`config.mk`:
```
export PLATFORM = sky130hd
export DESIGN_NAME = rxq_index_fifo
export DESIGN_NICKNAME = d
export VERILOG_FILES = /design/src/rtl/rxq_pkg.sv /design/src/rtl/rxq_ptr.sv /design/src/rtl/rxq_level.sv /design/src/rtl/rxq_flags.sv /design/src/rtl/rxq_index_fifo.sv
export SDC_FILE = /design/constraint.sdc
export NUM_CORES = 1
export LEC_CHECK = 0
export ABC_AREA = 1
export BUFFER_PORTS_ARGS = -buffer_cell sky130_fd_sc_hd__buf_2
export CAP_MARGIN = 25
export CORE_ASPECT_RATIO = 1.4
export CORE_UTILIZATION = 55
export CTS_BUF_LIST = sky130_fd_sc_hd__clkbuf_4
export DETAILED_ROUTE_END_ITERATION = 6
export GPL_TIMING_DRIVEN = 0
export PLACE_DENSITY = 0.79
export SYNTH_ARGS = -nofsm -noshare
export SYNTH_HDL_FRONTEND = slang
export SYNTH_HIERARCHICAL = 1
export SYNTH_SLANG_ARGS = --single-unit
```
`constraint.sdc`:
```
create_clock -name clk -period 3.86 [get_ports clk]
set_clock_uncertainty 0.1 [all_clocks]
set_input_delay 0.772 -clock clk [delete_from_list [all_inputs] [get_ports clk]]
set_output_delay 0.772 -clock clk [all_outputs]
set_load 0.02 [all_outputs]
```
`src/rtl/rxq_pkg.sv`:
```
package rxq_pkg;

    // Highest usable occupancy threshold; larger requests are clipped.
    localparam int unsigned WM_CAP = 64;

    typedef logic [7:0] wm_t;

    typedef enum logic {
        MODE_DISCARD = 1'b0,
        MODE_REPLACE = 1'b1
    } full_mode_e;

    // Per-cycle decision carried from the arbiter to the counters.
    typedef struct packed {
        logic adv_put;
        logic adv_get;
        logic drop;
    } step_t;

    function automatic step_t plan_step(
        input logic       wr,
        input logic       ack,
        input logic       is_full,
        input logic       is_empty,
        input full_mode_e mode
    );
        step_t s;
        s         = '0;
        s.adv_get = ack && !is_empty;
        if (wr) begin
            if (!is_full || s.adv_get) begin
                s.adv_put = 1'b1;
            end else if (mode == MODE_REPLACE) begin
                s.adv_put = 1'b1;
                s.adv_get = 1'b1;
            end else begin
                s.drop = 1'b1;
            end
        end
        return s;
    endfunction

    function automatic wm_t wm_clip(input wm_t raw);
        return (32'(raw) > WM_CAP) ? wm_t'(WM_CAP) : raw;
    endfunction

endpackage

```
`src/rtl/rxq_ptr.sv`:
```
module rxq_ptr #(
    parameter int unsigned DEPTH = 64,
    localparam int unsigned IW   = (DEPTH > 1) ? $clog2(DEPTH) : 1
) (
    input  logic          clk,
    input  logic          rst,
    input  logic          adv,
    output logic [IW-1:0] idx
);

    logic [IW-1:0] nxt;

    generate
        if ((DEPTH & (DEPTH - 1)) == 0) begin : g_pow2
            // Natural wrap of the index width.
            assign nxt = idx + 1'b1;
        end else begin : g_any
            assign nxt = (idx == IW'(DEPTH - 1)) ? '0 : idx + 1'b1;
        end
    endgenerate

    always_ff @(posedge clk) begin
        if (rst) begin
            idx <= '0;
        end else if (adv) begin
            idx <= nxt;
        end
    end

    // the index wraps from the last slot to slot zero
    p_wrap_r10: assert property (@(posedge clk) disable iff (rst)
        (adv && idx == IW'(DEPTH - 1)) |=> (idx == '0));

    p_hold_r4: assert property (@(posedge clk) disable iff (rst)
        !adv |=> $stable(idx));

endmodule

```
`src/rtl/rxq_level.sv`:
```
module rxq_level #(
    parameter int unsigned DEPTH = 64,
    localparam int unsigned CW   = $clog2(DEPTH + 1)
) (
    input  logic          clk,
    input  logic          rst,
    input  logic          inc,
    input  logic          dec,
    output logic [CW-1:0] fill,
    output logic          full,
    output logic          empty
);

    always_ff @(posedge clk) begin
        if (rst) begin
            fill <= '0;
        end else begin
            unique case ({inc, dec})
                2'b10:   fill <= fill + 1'b1;
                2'b01:   fill <= fill - 1'b1;
                default: fill <= fill;
            endcase
        end
    end

    assign full  = (fill == CW'(DEPTH));
    assign empty = (fill == '0);

    // occupancy never passes the slot count
    p_fill_cap_r11: assert property (@(posedge clk) disable iff (rst)
        32'(fill) <= DEPTH);

    // the arbiter never requests growth of a full queue
    p_no_grow_full_r11: assert property (@(posedge clk) disable iff (rst)
        (inc && !dec) |-> !full);

    // the arbiter never requests shrink of an empty queue
    p_no_shrink_empty_r3: assert property (@(posedge clk) disable iff (rst)
        dec |-> !empty);

endmodule

```
`src/rtl/rxq_flags.sv`:
```
module rxq_flags
    import rxq_pkg::*;
#(
    parameter int unsigned FW = 7
) (
    input  logic          clk,
    input  logic          rst,
    input  logic          drop,
    input  logic          clr,
    input  logic [FW-1:0] fill,
    input  wm_t           wm_raw,
    output logic          lost,
    output logic          wm_hit
);

    wm_t         thr;
    int unsigned fill_u;

    always_ff @(posedge clk) begin
        if (rst) begin
            lost <= 1'b0;
        end else if (drop) begin
            lost <= 1'b1;
        end else if (clr) begin
            lost <= 1'b0;
        end
    end

    always_comb begin
        thr    = wm_clip(wm_raw);
        fill_u = 32'(fill);
        wm_hit = (thr != '0) && (fill_u >= 32'(thr));
    end

    // a discarded frame always raises the lost flag
    p_drop_sets_r4: assert property (@(posedge clk) disable iff (rst)
        drop |=> lost);

    // the lost flag holds until it is cleared
    p_lost_sticky_r7: assert property (@(posedge clk) disable iff (rst)
        (lost && !clr) |=> lost);

    // a zero threshold never produces an interrupt
    always_ff @(posedge clk) begin
        if (!rst) begin
            p_wm_off_r9: assert (!(wm_hit && wm_raw == '0));
        end
    end

endmodule

```
`src/rtl/rxq_index_fifo.sv`:
```
module rxq_index_fifo
    import rxq_pkg::*;
#(
    parameter int unsigned DEPTH = 64,
    localparam int unsigned IW   = (DEPTH > 1) ? $clog2(DEPTH) : 1,
    localparam int unsigned CW   = $clog2(DEPTH + 1)
) (
    input  logic          clk,
    input  logic          rst,
    input  logic          frame_done,
    input  logic          ovw_mode,
    input  logic          read_ack,
    input  logic          lost_clr,
    input  logic [7:0]    wm_level,
    output logic [IW-1:0] put_idx,
    output logic [IW-1:0] get_idx,
    output logic [CW-1:0] fill_lvl,
    output logic          fifo_full,
    output logic          fifo_empty,
    output logic          wm_irq,
    output logic          msg_lost
);

    step_t      step;
    full_mode_e mode;

    assign mode = full_mode_e'(ovw_mode);

    always_comb begin
        step = plan_step(frame_done, read_ack, fifo_full, fifo_empty, mode);
    end

    rxq_ptr #(.DEPTH(DEPTH)) u_put (
        .clk (clk),
        .rst (rst),
        .adv (step.adv_put),
        .idx (put_idx)
    );

    rxq_ptr #(.DEPTH(DEPTH)) u_get (
        .clk (clk),
        .rst (rst),
        .adv (step.adv_get),
        .idx (get_idx)
    );

    rxq_level #(.DEPTH(DEPTH)) u_lvl (
        .clk   (clk),
        .rst   (rst),
        .inc   (step.adv_put),
        .dec   (step.adv_get),
        .fill  (fill_lvl),
        .full  (fifo_full),
        .empty (fifo_empty)
    );

    rxq_flags #(.FW(CW)) u_flg (
        .clk    (clk),
        .rst    (rst),
        .drop   (step.drop),
        .clr    (lost_clr),
        .fill   (fill_lvl),
        .wm_raw (wm_level),
        .lost   (msg_lost),
        .wm_hit (wm_irq)
    );

    // discard policy leaves both indices alone when full
    p_discard_hold_r4: assert property (@(posedge clk) disable iff (rst)
        (fifo_full && frame_done && !read_ack && !ovw_mode)
        |=> ($stable(put_idx) && $stable(get_idx) && msg_lost));

    // replace policy evicts the oldest entry and stays full
    p_replace_evict_r5: assert property (@(posedge clk) disable iff (rst)
        (fifo_full && frame_done && !read_ack && ovw_mode)
        |=> (fifo_full && get_idx != $past(get_idx) && put_idx != $past(put_idx)));

    // an acknowledge on an empty queue does nothing
    p_empty_ack_r3: assert property (@(posedge clk) disable iff (rst)
        (fifo_empty && read_ack && !frame_done) |=> ($stable(get_idx) && fifo_empty));

    // a write together with a read keeps the level
    p_both_keep_r6: assert property (@(posedge clk) disable iff (rst)
        (frame_done && read_ack && !fifo_empty) |=> $stable(fill_lvl));

endmodule

```
**Yosys cells after proc, flatten, opt, wreduce, memory -nomap -nowiden**

Index checks and enable logic that the tools add are counted.

- Output and inout port bits: 23
- Word-level logic and storage cells: 31
- Flip-flop bits (word level): 20
- Input port bits: 14

- Magnitude comparators: 2
- Equality and inequality tests: 3
- Reduce and logical (&&, ||, !) cells: 9
- Multiplexer cells: 9
- Add/sub/neg operators: 4

Operators by type and width:

| kind | count |
|---|---|
| $pmux W7 S2 | 1 |
| $add A6 B1 Y6 const B | 2 |
| $ge A7 B8 Y1 | 1 |
| $gt A8 B7 Y1 const B | 1 |
| $mux W8 | 1 |
| $reduce_bool A8 Y1 | 1 |
| $add A7 B1 Y7 const B | 1 |
| $eq A7 B7 Y1 const B | 1 |
| $logic_not A7 Y1 | 1 |
| $sub A7 B1 Y7 const B | 1 |
| $mux W1 | 4 |
| $mux W2 | 2 |
| $reduce_bool A2 Y1 | 2 |
| $mux W3 | 1 |
| $eq A2 B1 Y1 const B | 1 |
| $eq A2 B2 Y1 const B | 1 |
| $logic_and A1 B1 Y1 | 2 |
| $logic_not A1 Y1 | 2 |
| $logic_or A1 B1 Y1 | 1 |

**Logic depth before layout (Yosys ltp)**

- Depth in word-level cells: 8
- Gate-level depth with buffers: 21
- Mapped depth without buffers: 20

**Modules after synthesis**

Netlist, hierarchy kept.

Modules (own cells, without submodules):

| module | cells each | seq. area each (um2) | instances | area each (um2) |
|---|---|---|---|---|
| rxq_level | 112 | 140.1 | 1 | 633.1 |
| rxq_ptr | 36 | 120.1 | 2 | 261.5 |
| rxq_flags | 46 | 20.0 | 1 | 272.8 |
| rxq_index_fifo | 10 | 0.0 | 1 | 45.0 |

**Worst setup path after synthesis**

OpenSTA, ideal clock, no wires.

- Path kind: flip-flop to flip-flop
- Start point: register u_lvl.fill[3]
- End point: register u_lvl.fill[6]
- Setup slack: 0.696 ns
- Setup time: 0.109 ns
- Stages on the path, launching flop included: 21
- Data required time: 3.651 ns
- Clock period less this slack: 3.164 ns
- Arrival time: 2.955 ns
- Buffers on the path: 1
- Path through: dfxtp_1 inv_1 nand4_1 nor3_1 inv_1 nor2_2 a21oi_1 inv_1 ha_1 buf_6 nand2_1 nand2_1 inv_1 ha_1 a21oi_1 nand3b_1 nand2_1 nand2_1 nand3_1 nand2_1 inv_1

RTL lines:

| element | RTL line | source |
|---|---|---|
| start, declared | rxq_level.sv:9 | `output logic [CW-1:0] fill,` |
| start signal, assigned | rxq_level.sv:19 | `2'b10: fill <= fill + 1'b1;` |
| start signal, assigned | rxq_level.sv:20 | `2'b01: fill <= fill - 1'b1;` |
| start signal, assigned | rxq_level.sv:21 | `default: fill <= fill;` |

**Final worst setup path**

- Start point: input port wm_level[4]
- End point: output port wm_irq

- Cells in the longest elaborated chain, start to end: 4
- Elaborated cells between the ends (all ways): 5
- Those cells by class: order compare: 2; mux: 1; reduce/logical: 2

Ends and longest elaborated chain:

| element | RTL line | source |
|---|---|---|
| start, declared | rxq_index_fifo.sv:14 | `input logic [7:0] wm_level,` |
| $gt A8 B7 Y1 | rxq_pkg.sv:44 | `return (32'(raw) > WM_CAP) ? wm_t'(WM_CAP) : raw;` |
| $mux W8 (*) | rxq_pkg.sv:44 |  |
| $ge A7 B8 Y1 / $reduce_bool A8 Y1 (equally long branches) | rxq_flags.sv:32 | `wm_hit = (thr != '0) && (fill_u >= 32'(thr));` |
| $logic_and A1 B1 Y1 (*) | rxq_flags.sv:32 |  |
| end, declared | rxq_index_fifo.sv:20 | `output logic wm_irq,` |

Mark *: on every way between the ends. The rest lies on a longest branch, timed or not.

==> key figures <==
STA
  – Relative max-transition margin: 62.0%
  – Slew Viols, Final: 0
  – RSZ-0062 raised after global routing: false
  – Worst-margin pin slew: 570 ps
  – Final worst-path cycle share: 83.9%
  – Setup TNS: 0 ps
  – Max Freq: 0.309 GHz
  – Min Tclk post-route: 3240 ps
  – Final Hold Violating Endpoints: 0
  – Worst hold slack: 410 ps
  – # setup viols final: 0

Power and ir drop
  – Combinational Power Share: 62.3%
  – Clock share of power: 8.9%
  – P_sw: 0.000549 W
  – VDD IR max: 0.000421 V
  – P_leak: 0.959 nW
  – Sw Share: 50.9%
  – Reg power frac: 28.9%
  – Internal: 0.000529 W
  – Cell Pwr Density: 625 nW/um^2

GRT
  – Total GRT Usage: 24.0%
  – Vias in the first global route: 1,412
  – Initial antenna violation count: 0
  – Largest net degree at the start of global routing: 12
  – Global route overflow: 0
  – First-pass GRT wire length: 5390 microns

Job
  – Max Cap Violations: 0

Worst hold path
  – Min-delay worst type: reg2reg

Floorplan
  – DIE AREA: 2890 sq um
  – Initial cell density of the core: 59.7%
  – Cell Rows: 21
  – Core area: 2470 sq um
  – I/O Pins: 37
  – Die Y: 63.3 microns
  – Die X-Extent: 45.8 microns

Synth
  – Syn Inst Count: 240
  – Mean Syn Cell Area: 6.14 sq um
  – Synth cell types: 25
  – Top cell type's share of synthesized area: 27.2%
  – Post-synth top cells: nand2_1, inv_1, nor2_1
  – FF+latch count, synth: 20
  – Part of the Yosys area used for sequential elements: 27.2%
  – EDFF count, synth: 0
  – Synth area leaders: dfxtp_1, nand2_1, ha_1
  – Largest area contributor in the netlist: dfxtp_1
  – Yosys warns: 6
  – Cell Area, Synth: 1470 sq um
  – Async SR Flop Fraction: 0%
  – Syn Nets: 266
  – Top_reg_cell synth: dfxtp_1
  – Top-count cell post-synth: nand2_1

Detailed routing
  – Antenna Nets Post-Route: 0
  – Top routing layer in use: met4
  – Final wirelength: 3010 microns
  – Initial drt markers: 13
  – Average wire per standard cell: 9.57 microns
  – Pre-antenna DRT Iters: 4
  – Routed length on met1: 1360 microns
  – Met2 Wirelength: 1510 microns
  – DRC: 0
  – Met3 WL: 111 microns
  – Vias per inst: 4.88
  – Total number of vias: 1,532

Setup path
  – Critical Path End Type: output pin
  – CP max FO: 6
  – CP Launch Type: input pin
  – CP Data Arrival Time: 2370 ps
  – Critical Path RT: 2990 ps
  – Critical path class: in2out
  – R2R Setup Slk: 640 ps

CTS
  – Post CTS Setup Buffer Count: 0
  – Later-pin clock latency in the skew report: 290 ps
  – Cts bufs inserted: 3
  – CTS tree: built
  – Clk sinks: 20
  – Post-cts sizing count: 0
  – Maximum root-to-sink buffer count: 2
  – CTS clk-pin slew, worst paths: 100 ps
  – # hold bufs at CTS: 0
  – Root Buffer: clkbuf_4
  – # H-tree levels: 1

Finish
  – Multi-input gate area: 911 sq um
  – # fillers: 260
  – Diode count: 0
  – Fraction of layout cells with a size suffix above 1: 18.6%
  – Syn-to-layout area delta: 16.9%
  – Register area: 400 sq um
  – Nets: 307

Place
  – Final Wtd Congestion: 0.950
  – Port bufs: 36
  – Hpwl dp: 2390 microns

Status
  – Status: finished clean
==> area by class of cell <==
type | count | share of cell area [%]
Tap cell | 34 | 2.47
Multi-Input combinational cell | 180 | 52.9
Clock inverter | 1 | 0.218
Timing Repair Buffer | 36 | 10.5
Inverter | 38 | 8.57
Buffer | 2 | 0.871
Clock buffer | 3 | 1.31
Sequential cell | 20 | 23.2
==> state kept, by name, indices dropped and copies added (netlist names) <==
register	cells
u_lvl/fill	7
u_put/idx	6
u_get/idx	6
u_flg/lost	1
==> cell families after synthesis <==
| logic type | Yosys count | synth area share, % |
|---|---|---|
| compound gates | 30 | 11.0 |
| xor+xnor | 3 | 1.78 |
| fa+ha+maj | 12 | 10.2 |
| buf+inv | 40 | 11.0 |
| flops | 20 | 27.2 |
| simple gates | 135 | 38.8 |
==> metal layers <==
metal	vias up	GRT usage, %
met5	-	0
met4	0	11.4
met3	2	2.58
met2	35	42.5
met1	670	26.8
li1	825	-
==> through the flow <==
step | cells | instance area, sq um | util [%] | setup WS, ps | total power (W)
CTS | 314 | 1720 | 69.8 | 585 | 0.00109
global placement | 310 | 1700 | 68.7 | 615 | 0.000979
detailed placement | 310 | 1700 | 68.7 | 588 | 0.000988
finish | 314 | 1720 | 69.8 | 620 | 0.00108
floorplan | 240 | 1470 | - | 696 | 0.000818
global route | 314 | 1720 | 69.8 | 283 | 0.00121
==> power by group through the flow <==
| stage | Clock [W] | Sequential, W | Combinational [W] |
|---|---|---|---|
| after floorplan | 0 | 0.000363 | 0.000455 |
| after global placement | 0 | 0.000317 | 0.000662 |
| after detailed placement | 0 | 0.000316 | 0.000671 |
| after CTS | 0.0000998 | 0.000312 | 0.000674 |
| after global routing | 0.000110 | 0.000322 | 0.000776 |
| final | 0.0000957 | 0.000311 | 0.000671 |
==> worst max-delay path: stages <==
cell     delay [ps]
buf_2           110
nor2_1          130
nand2_1          90
o22ai_2         240
nand2_1          90
ha_1            300
nand2_1          70
nor2_1          100
nor2_1           50
nand2_1          70
nand2_1          60
a21oi_1         110
buf_2           170
==> cells in the final DEF (no fill, tap or decap) <==
cell / count
a211oi_1: 1
a21o_1: 1
a21oi_1: 21
and2_1: 1
and3_1: 1
buf_2: 36
buf_6: 1
clkbuf_1: 1
clkbuf_4: 3
clkinv_1: 1
dfxtp_1: 20
ha_1: 12
inv_1: 37
inv_6: 1
nand2_1: 76
nand2_2: 4
nand3_1: 12
nand3b_1: 1
nand4_1: 1
nor2_1: 30
nor2_2: 4
nor2_4: 2
nor3_1: 3
o21ai_0: 5
o21ai_1: 1
o22ai_2: 1
xnor2_1: 1
xor2_1: 2
==> path summary, 6_finish.rpt <==
kind	startpoint	cells after the start	endpoint
min reg2reg	u_flg/lost	2	u_flg/lost
min	u_flg/lost	2	u_flg/lost
max reg2reg	u_lvl/fill[3]	21	u_lvl/fill[6]
max	wm_level[4]	13	wm_irq
No activity file was read; power rests on OpenSTA's default activity.
